==> config.mk <==
export PLATFORM = sky130hd
export DESIGN_NAME = erase_block_guard
export DESIGN_NICKNAME = d
export VERILOG_FILES = /design/src/rtl/esel_pkg.sv /design/src/rtl/esel_clear_ctrl.sv /design/src/rtl/esel_regs.sv /design/src/rtl/esel_addr_decode.sv /design/src/rtl/erase_block_guard.sv
export SDC_FILE = /design/constraint.sdc
export NUM_CORES = 1
export LEC_CHECK = 0
export BUFFER_PORTS_ARGS = -buffer_cell sky130_fd_sc_hd__buf_2
export CAP_MARGIN = 30
export CORE_UTILIZATION = 36
export CTS_CLUSTER_DIAMETER = 60
export DETAILED_ROUTE_END_ITERATION = 10
export PLACE_DENSITY = 0.65
export SETUP_SLACK_MARGIN = 0.2
export SYNTH_ARGS = -nofsm -noshare
export SYNTH_HDL_FRONTEND = slang
export SYNTH_SLANG_ARGS = --single-unit
export TNS_END_PERCENT = 30
==> constraint.sdc <==
create_clock -name clk -period 15.5 [get_ports clk]
set_clock_uncertainty 0.05 [all_clocks]
set_input_delay 1.55 -clock clk [delete_from_list [all_inputs] [get_ports clk]]
set_output_delay 1.55 -clock clk [all_outputs]
set_load 0.05 [all_outputs]
==> src/rtl/esel_pkg.sv <==
package esel_pkg;
    localparam int REG_W      = 8;
    localparam int NUM_BLK    = 12;
    localparam int NUM_REGS   = (NUM_BLK + REG_W - 1) / REG_W;
    localparam int PAD_W      = NUM_REGS * REG_W;
    localparam int RA_W       = (NUM_REGS > 1) ? $clog2(NUM_REGS) : 1;
    localparam int IDX_W      = $clog2(NUM_BLK);
    localparam int FADDR_W    = 24;
    localparam int SMALL_LOG  = 12;
    localparam int SMALL_CNT  = 8;
    localparam int SMALL_END  = SMALL_LOG + $clog2(SMALL_CNT);
    localparam int MID_IDX    = SMALL_CNT;
    localparam int LARGE_LOG  = 16;
    localparam int LARGE_END  = LARGE_LOG + 2;

    typedef logic [NUM_BLK-1:0] blk_mask_t;
    typedef logic [PAD_W-1:0]   reg_image_t;

    typedef struct packed {
        logic             we;
        logic [RA_W-1:0]  addr;
        logic [REG_W-1:0] data;
    } reg_wr_t;

    typedef struct packed {
        logic [IDX_W-1:0] idx;
        logic             valid;
    } blk_hit_t;

    typedef enum logic [1:0] {
        CLR_NONE  = 2'd0,
        CLR_POWER = 2'd1,
        CLR_MODE  = 2'd2,
        CLR_GUARD = 2'd3
    } clr_cause_e;

    function automatic blk_hit_t decode_addr(input logic [FADDR_W-1:0] a);
        blk_hit_t h;
        h.valid = ((a >> LARGE_END) == '0);
        if (!h.valid)
            h.idx = '0;
        else if ((a >> SMALL_END) == '0)
            h.idx = IDX_W'(a >> SMALL_LOG);
        else if ((a >> LARGE_LOG) == '0)
            h.idx = IDX_W'(MID_IDX);
        else
            h.idx = IDX_W'(MID_IDX) + IDX_W'(a >> LARGE_LOG);
        return h;
    endfunction

    function automatic int unsigned bit_count(input blk_mask_t m);
        int unsigned n = 0;
        for (int i = 0; i < NUM_BLK; i++) n += int'(m[i]);
        return n;
    endfunction
endpackage

==> src/rtl/esel_clear_ctrl.sv <==
module esel_clear_ctrl
    import esel_pkg::*;
(
    input  logic       rst,
    input  logic       hw_standby,
    input  logic       sw_standby,
    input  logic       wr_enable_pin,
    input  logic       sw_wr_en,
    output clr_cause_e cause
);
    always_comb begin
        if (rst)
            cause = CLR_POWER;
        else if (hw_standby || sw_standby)
            cause = CLR_MODE;
        else if (!wr_enable_pin || !sw_wr_en)
            cause = CLR_GUARD;
        else
            cause = CLR_NONE;
    end
endmodule

==> src/rtl/esel_regs.sv <==
module esel_regs
    import esel_pkg::*;
(
    input  logic             clk,
    input  clr_cause_e       cause,
    input  logic             flash_en,
    input  reg_wr_t          wr,
    input  logic [RA_W-1:0]  rd_addr,
    output logic [REG_W-1:0] rd_data,
    output blk_mask_t        sel_mask
);
    blk_mask_t  sel_q;
    blk_mask_t  sel_nxt;
    reg_image_t cur_img;
    reg_image_t new_img;
    logic       bad_write;
    logic [REG_W-1:0] view [NUM_REGS];

    assign cur_img = reg_image_t'(sel_q);

    generate
        for (genvar r = 0; r < NUM_REGS; r++) begin : g_view
            assign view[r] = cur_img[r*REG_W +: REG_W];
        end
    endgenerate

    always_comb begin
        new_img   = cur_img;
        bad_write = 1'b0;
        sel_nxt   = sel_q;
        if (wr.we && flash_en) begin
            new_img[wr.addr*REG_W +: REG_W] = wr.data;
            bad_write = (new_img[PAD_W-1:NUM_BLK] != '0) ||
                        (bit_count(new_img[NUM_BLK-1:0]) > 1);
            sel_nxt   = bad_write ? '0 : new_img[NUM_BLK-1:0];
        end
    end

    always_ff @(posedge clk) begin
        if (cause != CLR_NONE)
            sel_q <= '0;
        else
            sel_q <= sel_nxt;
    end

    assign rd_data  = flash_en ? view[rd_addr] : '0;
    assign sel_mask = sel_q;
endmodule

==> src/rtl/esel_addr_decode.sv <==
module esel_addr_decode
    import esel_pkg::*;
(
    input  logic [FADDR_W-1:0] addr,
    output blk_hit_t           hit
);
    assign hit = decode_addr(addr);
endmodule

==> src/rtl/erase_block_guard.sv <==
module erase_block_guard
    import esel_pkg::*;
(
    input  logic                clk,
    input  logic                rst,
    input  logic                hw_standby,
    input  logic                sw_standby,
    input  logic                wr_enable_pin,
    input  logic                sw_wr_en,
    input  logic                flash_en,
    input  logic [RA_W-1:0]     reg_addr,
    input  logic                reg_we,
    input  logic [REG_W-1:0]    reg_wdata,
    output logic [REG_W-1:0]    reg_rdata,
    input  logic [FADDR_W-1:0]  flash_addr,
    output logic [IDX_W-1:0]    blk_index,
    output logic                blk_valid,
    output logic                erase_allowed
);
    clr_cause_e cause;
    reg_wr_t    wr;
    blk_mask_t  sel_mask;
    blk_hit_t   hit;
    logic       hit_sel;

    assign wr = '{we: reg_we, addr: reg_addr, data: reg_wdata};

    esel_clear_ctrl u_clr (
        .rst           (rst),
        .hw_standby    (hw_standby),
        .sw_standby    (sw_standby),
        .wr_enable_pin (wr_enable_pin),
        .sw_wr_en      (sw_wr_en),
        .cause         (cause)
    );

    esel_regs u_regs (
        .clk      (clk),
        .cause    (cause),
        .flash_en (flash_en),
        .wr       (wr),
        .rd_addr  (reg_addr),
        .rd_data  (reg_rdata),
        .sel_mask (sel_mask)
    );

    esel_addr_decode u_dec (
        .addr (flash_addr),
        .hit  (hit)
    );

    always_comb begin
        hit_sel = 1'b0;
        for (int b = 0; b < NUM_BLK; b++)
            if (hit.idx == IDX_W'(b)) hit_sel = sel_mask[b];
    end

    assign blk_index     = hit.idx;
    assign blk_valid     = hit.valid;
    assign erase_allowed = hit.valid && hit_sel && sw_wr_en &&
                           (bit_count(sel_mask) == 1);
endmodule

## After elaboration in Yosys (flattened, before gate mapping)

Index checks and enable logic that the tools add are counted.

| cells by class | value |
|---|---|
| bitwise operators | 1 |
| multiplexer cells | 24 |
| reduce and logical (&&, ||, !) cells | 15 |
| $lt $le $gt $ge | 2 |
| equal/unequal tests | 12 |
| shifts and indexed selects | 2 |
| $add $sub $neg | 24 |

Operators by type and width:

| kind | number |
|---|---|
| 32-bit by 1-bit adder with 32-bit output | 10 |
| 24-bit logical NOT | 3 |
| 4-bit negation with 34-bit output | 1 |
| 8-bit by 34-bit variable shift with 16-bit output (first input constant) | 1 |
| 8-bit by 34-bit variable part select with 16-bit output | 1 |
| 32-bit by 1-bit > comparator with 1-bit output (second input constant) | 1 |
| 8-bit two-way mux | 4 |
| 16-bit bitwise mux | 1 |
| 4-bit by 3-bit == test with 1-bit output (second input constant) | 4 |
| 4-bit == test (second input constant) | 4 |
| 11-bit by 1-bit adder with 12-bit output | 1 |
| 12-bit by 1-bit == test with 1-bit output (second input constant) | 1 |
| 1-bit two-way mux | 12 |
| 12-bit two-way mux | 1 |
| 4-bit two-way mux | 3 |
| 10-bit by 1-bit adder with 11-bit output | 1 |
| 9-bit by 1-bit adder with 10-bit output | 1 |
| 8-bit by 1-bit adder with 9-bit output | 1 |
| 7-bit by 1-bit adder with 8-bit output | 1 |
| 4-bit by 2-bit == test with 1-bit output (second input constant) | 2 |
| 6-bit by 1-bit adder with 7-bit output | 1 |
| 5-bit by 1-bit adder with 6-bit output | 1 |
| 2-bit two-way mux | 3 |
| 4-bit by 1-bit adder with 5-bit output | 1 |
| 13 further kinds | 20 |

| word-level totals | value |
|---|---|
| word-level logic and storage cells | 81 |
| bits in registers | 12 |

## Longest topological paths before layout

Gate-level depths: netlist of the first run.

| depth | value |
|---|---|
| word-level depth | 20 |
| gate-level depth with buffers | 16 |
| depth with buffers taken out | 14 |

## Modules after synthesis

A second synthesis of the first run with hierarchy kept.

| unflattened totals | value |
|---|---|
| cells, all modules | 162 |
| area total of the unflattened synthesis | 1471.4 µm² |

By module, submodules not included:

| module | times used | area an instance (µm²) | cells each | seq. area each (µm²) |
|---|---|---|---|---|
| esel_regs | 1 | 930.9 | 100 | 240.2 |
| erase_block_guard | 1 | 399.1 | 46 | 0.0 |
| esel_addr_decode | 1 | 117.6 | 12 | 0.0 |
| esel_clear_ctrl | 1 | 23.8 | 4 | 0.0 |

## Least setup slack after synthesis of the first run

OpenSTA, ideal clock, no wires.

| timing | value |
|---|---|
| path type | input to register |
| start | in reg_addr |
| end | reg u_regs.sel_q[8], in the netlist u_regs.sel_mask[8] |
| path slack | 9.470 ns |
| stages on the path | 15 |
| data arrival time | 5.914 ns |
| required time | 15.384 ns |
| setup time | 0.066 ns |
| cells stage by stage | buf_1 > mux2_2 > ha_1 > fa_1 > inv_1 > fa_1 > inv_1 > fa_1 > fa_1 > fa_1 > a2111oi_4 > o21ai_2 > buf_6 > nand2b_1 > a21boi_2 |

| on the way | value |
|---|---|
| longest elaborated chain between the ends | 17 |
| elaborated cells between the ends (all ways) | 19 |

RTL lines:

| element | RTL line | source |
|---|---|---|
| start: declaration | erase_block_guard.sv:11 | `input logic [RA_W-1:0] reg_addr,` |
| 4-bit negation with 34-bit output (*) | esel_regs.sv:32 | `new_img[wr.addr*REG_W +: REG_W] = wr.data;` |
| 8-bit by 34-bit variable part select with 16-bit output / 8-bit by 34-bit variable shift with 16-bit output (equally long branches) | esel_regs.sv:32 |  |
| 16-bit bitwise mux (*) | esel_regs.sv:32 |  |
| 1-bit by 1-bit adder with 2-bit output | esel_pkg.sv:53 | `for (int i = 0; i < NUM_BLK; i++) n += int'(m[i]);` |
| 32-bit by 1-bit adder with 32-bit output (10 in series) | esel_pkg.sv:53 |  |
| 32-bit by 1-bit > comparator with 1-bit output | esel_regs.sv:34 | `(bit_count(new_img[NUM_BLK-1:0]) > 1);` |
| 1-bit logical OR | esel_regs.sv:33 | `bad_write = (new_img[PAD_W-1:NUM_BLK] != '0) \|\|` |
| 12-bit two-way mux (*) | esel_regs.sv:35 | `sel_nxt = bad_write ? '0 : new_img[NUM_BLK-1:0];` |
| end signal: assignment | esel_regs.sv:43 | `sel_q <= sel_nxt;` |
| end: declaration | esel_regs.sv:12 | `blk_mask_t sel_q;` |

Every way passes the cells marked *; elsewhere a longest branch is shown, timed or not.
A chain may end at the register's enable or synchronous reset.

## Worst setup path in the final report of the first run

| timing | value |
|---|---|
| start | in reg_addr |
| end | reg u_regs.sel_q[0], in the netlist u_regs.sel_mask[0] |

Same word-level chain as after synthesis.

==> results of run 1 <==
## worst max-delay path, cell delays in order
cell	delay (ps)
sky130_fd_sc_hd__buf_2	400
sky130_fd_sc_hd__mux2_2	410
sky130_fd_sc_hd__ha_1	320
sky130_fd_sc_hd__fa_1	540
sky130_fd_sc_hd__inv_1	60
sky130_fd_sc_hd__fa_1	530
sky130_fd_sc_hd__inv_1	60
sky130_fd_sc_hd__fa_1	500
sky130_fd_sc_hd__fa_1	470
sky130_fd_sc_hd__fa_1	490
sky130_fd_sc_hd__a2111oi_4	300
sky130_fd_sc_hd__o21ai_2	200
sky130_fd_sc_hd__nand2b_1	190
sky130_fd_sc_hd__a21boi_1	140
## cell usage in the layout (no fill, tap or decap), drive strengths merged
| master | instances |
|---|---|
| buf | 42 |
| inv | 25 |
| nand2 | 18 |
| nor2 | 15 |
| fa | 14 |
| dfxtp | 12 |
| nand2b | 11 |
| a21boi | 11 |
| mux2 | 9 |
| ha | 8 |
| o21ai | 7 |
| nor2b | 6 |
| mux2i | 5 |
| and2 | 5 |
| a21oi | 4 |
| nand3 | 3 |
| nor3b | 3 |
| clkbuf | 3 |
| nor3 | 2 |
| and3 | 2 |
| o211ai | 2 |
| a31oi | 2 |
| o21bai | 1 |
| o2111ai | 1 |
| a221o | 1 |
| or3b | 1 |
| o311ai | 1 |
| a311oi | 1 |
| nand4b | 1 |
| or4 | 1 |
| a2111oi | 1 |
| nor4 | 1 |
## through the flow
step           area, sq um  setup WS, ps  power [W]
2_1_floorplan         1510          9470  0.0000564
3_3_place_gp          1750          9250  0.0000639
3_5_place_dp          1750          9190  0.0000648
4_1_cts               1790          9420  0.0000929
5_1_grt               1790          9200  0.0000996
6_report              1790          9450  0.0000913
## logic make-up (layout without fill, tap and decap cells)
| kind of cell | count (synthesis) | after routing | synth area share, % |
|---|---|---|---|
| AOI/OAI and AO/OA | 32 | 32 | 16.5 |
| adders and majority gates | 22 | 22 | 25.3 |
| DFF | 12 | 12 | 16.0 |
| and+or+nand+nor | 69 | 69 | 23.7 |
| buffers and inverters | 32 | 70 | 8.56 |
| muxes | 14 | 14 | 10.1 |
## report_power, final
group	internal, W	switching, W	total (W)
registers	0.0000309	0.0000000603	0.0000310
logic	0.0000147	0.0000181	0.0000328
clock network	0.0000170	0.0000105	0.0000275
## area by class of cell
type | count | area share (%)
Clock buffer | 3 | 2.31
Timing Repair Buffer | 42 | 11.7
Multi-Input combinational cell | 137 | 63.8
Inverter | 25 | 5.24
Sequential cell | 12 | 13.4
Tap cell | 50 | 3.49
## metal layers
metal	GRT usage, %	share of wire (%)	up-vias
li1	-	-	674
met1	23.8	47	620
met2	28.3	45	49
met3	1.71	6.2	6
met4	5.05	1.1	0
met5	0	0	-
## final timing paths
kind / start / to / slack (ps) / cells past startpoint
worst min register to register: u_regs.sel_mask[8]$_SDFFE_PP0P_ / u_regs.sel_mask[8]$_SDFFE_PP0P_ / 460 / 2
worst max-delay path: reg_addr / u_regs.sel_mask[0]$_SDFFE_PP0P_ / 9450 / 14
worst min-delay path: u_regs.sel_mask[8]$_SDFFE_PP0P_ / u_regs.sel_mask[8]$_SDFFE_PP0P_ / 460 / 2
worst max register to register: u_regs.sel_mask[0]$_SDFFE_PP0P_ / u_regs.sel_mask[0]$_SDFFE_PP0P_ / 10900 / 13
==> insert_results.sql, run 1 <==
INSERT INTO impl_metrics (metric_group, metric, value, unit) VALUES
('sta', 'setup_violations', '0', ''),
('detailed_routing', 'remaining_drc_errors', '0', ''),
('layout', 'flow.area_growth_from_synthesis', '19.0', '%'),
('worst_setup_path', 'cp.arrival', '6170', 'ps'),
('cts', 'cts.htree.levels', '1', ''),
('global_route', 'grt_antenna_before_repair', '0', ''),
('die', 'fp-row-count', '23', ''),
('worst_setup_path', 'crit_path_max_fanout', '20', ''),
('global_route', 'grtUsageTotal', '17.3', '%'),
('cts', 'cts_made_buffers', '3', ''),
('sta', 'max_slew_margin', '39.2', '%'),
('logic_synthesis', 'ys_dominant_reg_cell', 'sky130_fd_sc_hd__dfxtp_1', ''),
('global_route', 'global_route.overflow_total', '0', ''),
('logic_synthesis', 'ys_seq_elements', '12', ''),
('die', 'io_pins', '55', ''),
('cts', 'tritoncts', 'yes', ''),
('detailed_routing', 'route.detailed.vias_per_inst', '5.01', ''),
('logic_synthesis', 'synth.cell_area', '1510', 'sq um'),
('sta', 'fmaxAchievable', '165', 'MHz'),
('die', 'initial_core_util', '37.6', '%'),
('cts', 'clk_pin_slew_worst_paths', '50', 'ps'),
('layout', 'register_area', '240', 'sq um'),
('die', 'floorplan.core_area', '4000', 'sq um'),
('logic_synthesis', 'synth-warning-count', '0', ''),
('layout', 'num-fill-cells', '417', ''),
('detailed_routing', 'route.antenna.remaining_nets', '0', ''),
('logic_synthesis', 'synth.area.top_cells', 'sky130_fd_sc_hd__fa_1 (19%), sky130_fd_sc_hd__dfxtp_1 (16%), sky130_fd_sc_hd__mux2_2 (6.7%), sky130_fd_sc_hd__ha_1 (6.7%), sky130_fd_sc_hd__inv_1 (6.2%)', ''),
('logic_synthesis', 'synth_cell_type_count', '37', ''),
('layout', 'stdcell_count', '269', ''),
('placed_design', 'placement.io_buffers', '42', ''),
('cts', 'post_cts_hold_buffer_count', '0', ''),
('logic_synthesis', 'synthesis.instances', '181', ''),
('logic_synthesis', 'mappedNetlistNets', '244', ''),
('sta', 'min_period_over_period', '39.1', '%'),
('die', 'die_w', '66.7', 'microns'),
('detailed_routing', 'wl_per_cell', '12.7', 'microns'),
('worst_setup_path', 'end_kind', 'flip-flop', ''),
('run', 'cap_violations', '0', ''),
('global_route', 'largest_net_degree_at_the_start_of_global_routing', '21', ''),
('sta', 'final-max-slew-violation-count', '0', ''),
('layout', 'antenna_cells_inserted', '0', ''),
('sta', 'whs', '459', 'ps'),
('logic_synthesis', 'async_reset_ff_share', '0', '%'),
('power_and_ir_drop', 'leakage', '0.807', 'nW'),
('worst_setup_path', 'worstSetupStartpointType', 'primary input', ''),
('power_and_ir_drop', 'power_density', '51.0', 'nW/um^2'),
('logic_synthesis', 'synth_edf_count', '0', ''),
('outcome', 'outcome', 'completed', ''),
('logic_synthesis', 'netlist_top_cells_count', 'sky130_fd_sc_hd__inv_1 (25), sky130_fd_sc_hd__nand2_1 (18), sky130_fd_sc_hd__nor2_1 (15)', ''),
('hold_path', 'worstHoldPathType', 'reg2reg', ''),
('placed_design', 'routability_congestion', '0.832', ''),
('sta', 'worst_pin_slew', '905', 'ps'),
('layout', 'multiInputGateArea', '1140', 'sq um'),
('placed_design', 'dpl.cell_count', '266', ''),
('cts', 'cts_setup_buffers', '0', ''),
('layout', 'largest_reg_flops', '12', ''),
('layout', 'drive_above_1_share', '27.4', '%'),
('global_route', 'first_pass_grt_wire_length', '5.89', 'mm'),
('logic_synthesis', 'synth_seq_area_share', '16.0', '%'),
('worst_setup_path', 'setup.worst_path.class', 'in2reg', ''),
('die', 'chip_height', '66.7', 'microns'),
('logic_synthesis', 'yosysTopAreaCell', 'sky130_fd_sc_hd__fa_1', ''),
('detailed_routing', 'num_vias', '1349', ''),
('cts', 'clock_sink_count', '12', ''),
('logic_synthesis', 'synth.most_common_cell', 'sky130_fd_sc_hd__inv_1', ''),
('sta', 'setup_total_negative_slack', '0', 'ps'),
('logic_synthesis', 'average_cell_area_after_synthesis', '8.32', 'sq um'),
('sta', 'rsz0062_at_grt', 'false', ''),
('placed_design', 'detailed_place_hpwl', '2.81', 'mm'),
('sta', 'finalHoldViolCount', '0', ''),
('worst_setup_path', 'critPathRequiredTime', '15610', 'ps');
Note: power is estimated with default switching activity, not from simulation.
==> run 2, diff against run 1 <==
--- a/config.mk
+++ b/config.mk
@@ -10,7 +10,7 @@
 export CORE_UTILIZATION = 36
 export CTS_CLUSTER_DIAMETER = 60
 export DETAILED_ROUTE_END_ITERATION = 10
-export PLACE_DENSITY = 0.65
+export PLACE_DENSITY = 0.68
 export SETUP_SLACK_MARGIN = 0.2
 export SYNTH_ARGS = -nofsm -noshare
 export SYNTH_HDL_FRONTEND = slang
==> constraint.sdc (replaced) <==
create_clock -name clk -period 5.1 [get_ports clk]
set_clock_uncertainty 0.05 [all_clocks]
set_input_delay 0.51 -clock clk [delete_from_list [all_inputs] [get_ports clk]]
set_output_delay 0.51 -clock clk [all_outputs]
set_load 0.05 [all_outputs]
==> run 2 against run 1 <==
Via count rose by 1.2%. Sequential share of layout area rose by 0.14 points. Design area is 2.0% higher. Critical endpoint is now u_regs.sel_mask[2]$_SDFFE_PP0P_. Largest cell class unchanged.
==> insert_results.sql, run 2 (synthesis gave the netlist of run 1 again) <==
INSERT INTO impl_metrics (metric_group, metric, value, unit) VALUES
('outcome', 'outcome', 'completed', ''),
('global_route', 'global_route.overflow_total', '0', ''),
('global_route', 'largest_net_degree_at_the_start_of_global_routing', '17', ''),
('sta', 'min_period_over_period', '91.9', '%'),
('run', 'cap_violations', '0', ''),
('global_route', 'grt_antenna_before_repair', '0', ''),
('layout', 'flow.area_growth_from_synthesis', '21.4', '%'),
('cts', 'clk_pin_slew_worst_paths', '50', 'ps'),
('global_route', 'grtUsageTotal', '16.3', '%'),
('layout', 'drive_above_1_share', '31.2', '%'),
('worst_setup_path', 'worstSetupStartpointType', 'primary input', ''),
('layout', 'num-nets-final', '285', ''),
('detailed_routing', 'drt_wirelength', '3.40', 'mm'),
('global_route', 'via_count_of_the_first_global_routing_pass', '1213', ''),
('placed_design', 'detailed_place_hpwl', '2.78', 'mm'),
('layout', 'final_util', '45.7', '%'),
('sta', 'setup_total_negative_slack', '0', 'ps'),
('worst_setup_path', 'critPathRequiredTime', '5220', 'ps'),
('detailed_routing', 'remaining_drc_errors', '0', ''),
('detailed_routing', 'wl_per_cell', '12.5', 'microns'),
('cts', 'tritoncts', 'yes', ''),
('die', 'io_pins', '55', ''),
('cts', 'post_cts_hold_buffer_count', '0', ''),
('detailed_routing', 'num_vias', '1365', ''),
('power_and_ir_drop', 'netSwitchingFraction', '30.3', '%'),
('power_and_ir_drop', 'power.internal', '0.000207', 'W'),
('placed_design', 'routability_congestion', '0.817', ''),
('sta', 'rsz0062_at_grt', 'false', ''),
('cts', 'cts_max_path_buffers', '2', ''),
('sta', 'post-route-min-period', '4690', 'ps'),
('power_and_ir_drop', 'share_clk_of_total_power', '34.7', '%'),
('die', 'chip_height', '66.7', 'microns'),
('cts', 'cts_made_buffers', '3', ''),
('power_and_ir_drop', 'power_density', '162', 'nW/um^2'),
('worst_setup_path', 'setup.worst_path.class', 'in2reg', ''),
('die', 'initial_core_util', '37.6', '%'),
('worst_setup_path', 'crit_path_max_incr_delay', '530', 'ps'),
('power_and_ir_drop', 'power_switching', '0.0000898', 'W'),
('power_and_ir_drop', 'leakage', '0.822', 'nW'),
('worst_setup_path', 'critical_path.slowest_cell', 'sky130_fd_sc_hd__fa_1', ''),
('cts', 'clock_sink_count', '12', ''),
('cts', 'root_buffer', 'sky130_fd_sc_hd__clkbuf_8', ''),
('cts', 'source_to_sink_clock_delay_at_the_later_pin_of_the_worst_skew_pair', '240', 'ps'),
('sta', 'finalHoldViolCount', '0', ''),
('sta', 'final-max-slew-violation-count', '0', ''),
('worst_setup_path', 'crit_path_frequent_cell', 'sky130_fd_sc_hd__fa_1', ''),
('detailed_routing', 'dr.first_iter.drc_count', '93', ''),
('die', 'fp-row-count', '23', ''),
('global_route', 'first_pass_grt_wire_length', '5.48', 'mm'),
('die', 'dieArea', '4440', 'sq um'),
('layout', 'final_cell_mix', 'sky130_fd_sc_hd__buf_2 (41), sky130_fd_sc_hd__inv_1 (25), sky130_fd_sc_hd__nand2_1 (18)', ''),
('worst_setup_path', 'cp_cell_sequence', 'buf_2 -> mux2_2 -> ha_1 -> fa_1 -> inv_1 -> fa_1 -> inv_1 -> fa_1 -> fa_1 -> fa_1 -> a2111oi_4 -> o21ai_2 -> nand2b_1 -> a21boi_1', ''),
('power_and_ir_drop', 'seq_power_share', '31.7', '%'),
('hold_path', 'worstHoldPathType', 'reg2reg', ''),
('detailed_routing', 'drt_pass1_iterations', '4', ''),
('worst_setup_path', 'end_kind', 'flip-flop', ''),
('worst_setup_path', 'cp.arrival', '4810', 'ps'),
('die', 'die_w', '66.7', 'microns'),
('layout', 'antenna_cells_inserted', '0', ''),
('sta', 'max_slew_margin', '37.9', '%'),
('power_and_ir_drop', 'comb_power_share', '33.5', '%'),
('placed_design', 'placement.io_buffers', '42', ''),
('cts', 'cts.htree.levels', '1', ''),
('worst_setup_path', 'crit_path_max_fanout', '12', ''),
('layout', 'layout_commonest_cell', 'sky130_fd_sc_hd__buf_2', ''),
('power_and_ir_drop', 'ir_drop', '0.000106', 'V'),
('detailed_routing', 'route.detailed.vias_per_inst', '5.04', ''),
('layout', 'largest_reg_flops', '12', ''),
('die', 'floorplan.core_area', '4000', 'sq um'),
('detailed_routing', 'route.antenna.remaining_nets', '0', ''),
('sta', 'worst_pin_slew', '924', 'ps'),
('sta', 'fmaxAchievable', '213', 'MHz'),
('sta', 'setup_violations', '0', '');
[run 2: cell count changes in the layout (fill, tap and decap cells not counted), sizes merged]
cell | before | now
buf | 42 | 43
clkbuf | 3 | 4
[run 2: metrics by stage]
step           power, W  worst slack (ps)  hold WS, ps  instances  area [sq um]
2_1_floorplan  0.000172               262          408        181          1510
3_3_place_gp   0.000194               177          439        267          1760
3_5_place_dp   0.000197               163          444        267          1760
4_1_cts        0.000300               249          450        271          1810
5_1_grt        0.000317               235          469        271          1830
6_report       0.000296               415          442        271          1830
[run 2: worst max-delay path: cells and delay by family]
family | cells | cell delay [ps]
compound gates | 3 | 630
mux | 1 | 370
fa+ha+maj | 6 | 2840
buf+inv | 3 | 270
simple gates | 1 | 200
[run 2: routing by layer]
metal  GRT usage, %  part of all wire (%)  vias to the layer above
li1               -                     -                      684
met1           21.7                    48                      631
met2           27.4                    46                       46
met3           2.40                   5.3                        4
met4           3.72                  0.79                        0
met5              0                     0                        -
[run 2: what timing repair did]
item | in CTS | in global routing
resized for setup | 0 | 9
endpoints found under the setup margin | 0 | 1
buffers inserted | 0 | 0
[run 2: path summary, 6_finish.rpt]
kind	end	from	slack [ps]	cells after the start
max reg2reg	u_regs.sel_mask[2]$_SDFFE_PP0P_	u_regs.sel_mask[0]$_SDFFE_PP0P_	570	13
max	u_regs.sel_mask[2]$_SDFFE_PP0P_	reg_addr	410	14
min reg2reg	u_regs.sel_mask[9]$_SDFFE_PP0P_	u_regs.sel_mask[9]$_SDFFE_PP0P_	440	2
min	u_regs.sel_mask[9]$_SDFFE_PP0P_	u_regs.sel_mask[9]$_SDFFE_PP0P_	440	2
[run 2: area by class of cell]
class / count / area [sq um]
repair buffers: 43 / 220
flip-flops and latches: 12 / 248
multi-input cells: 137 / 1150
inverters: 25 / 93.8
well taps: 50 / 62.6
clock buffers: 4 / 55.1
fillers: 401 / 2170
[run 2: power groups by stage]
stage                     sequential [W]  combinational [W]  clock, W
after floorplan                0.0000960          0.0000756         0
after global placement         0.0000961          0.0000979         0
after detailed placement       0.0000961           0.000100         0
after CTS                      0.0000941           0.000101  0.000105
after global routing           0.0000940           0.000113  0.000110
final                          0.0000941          0.0000994  0.000103
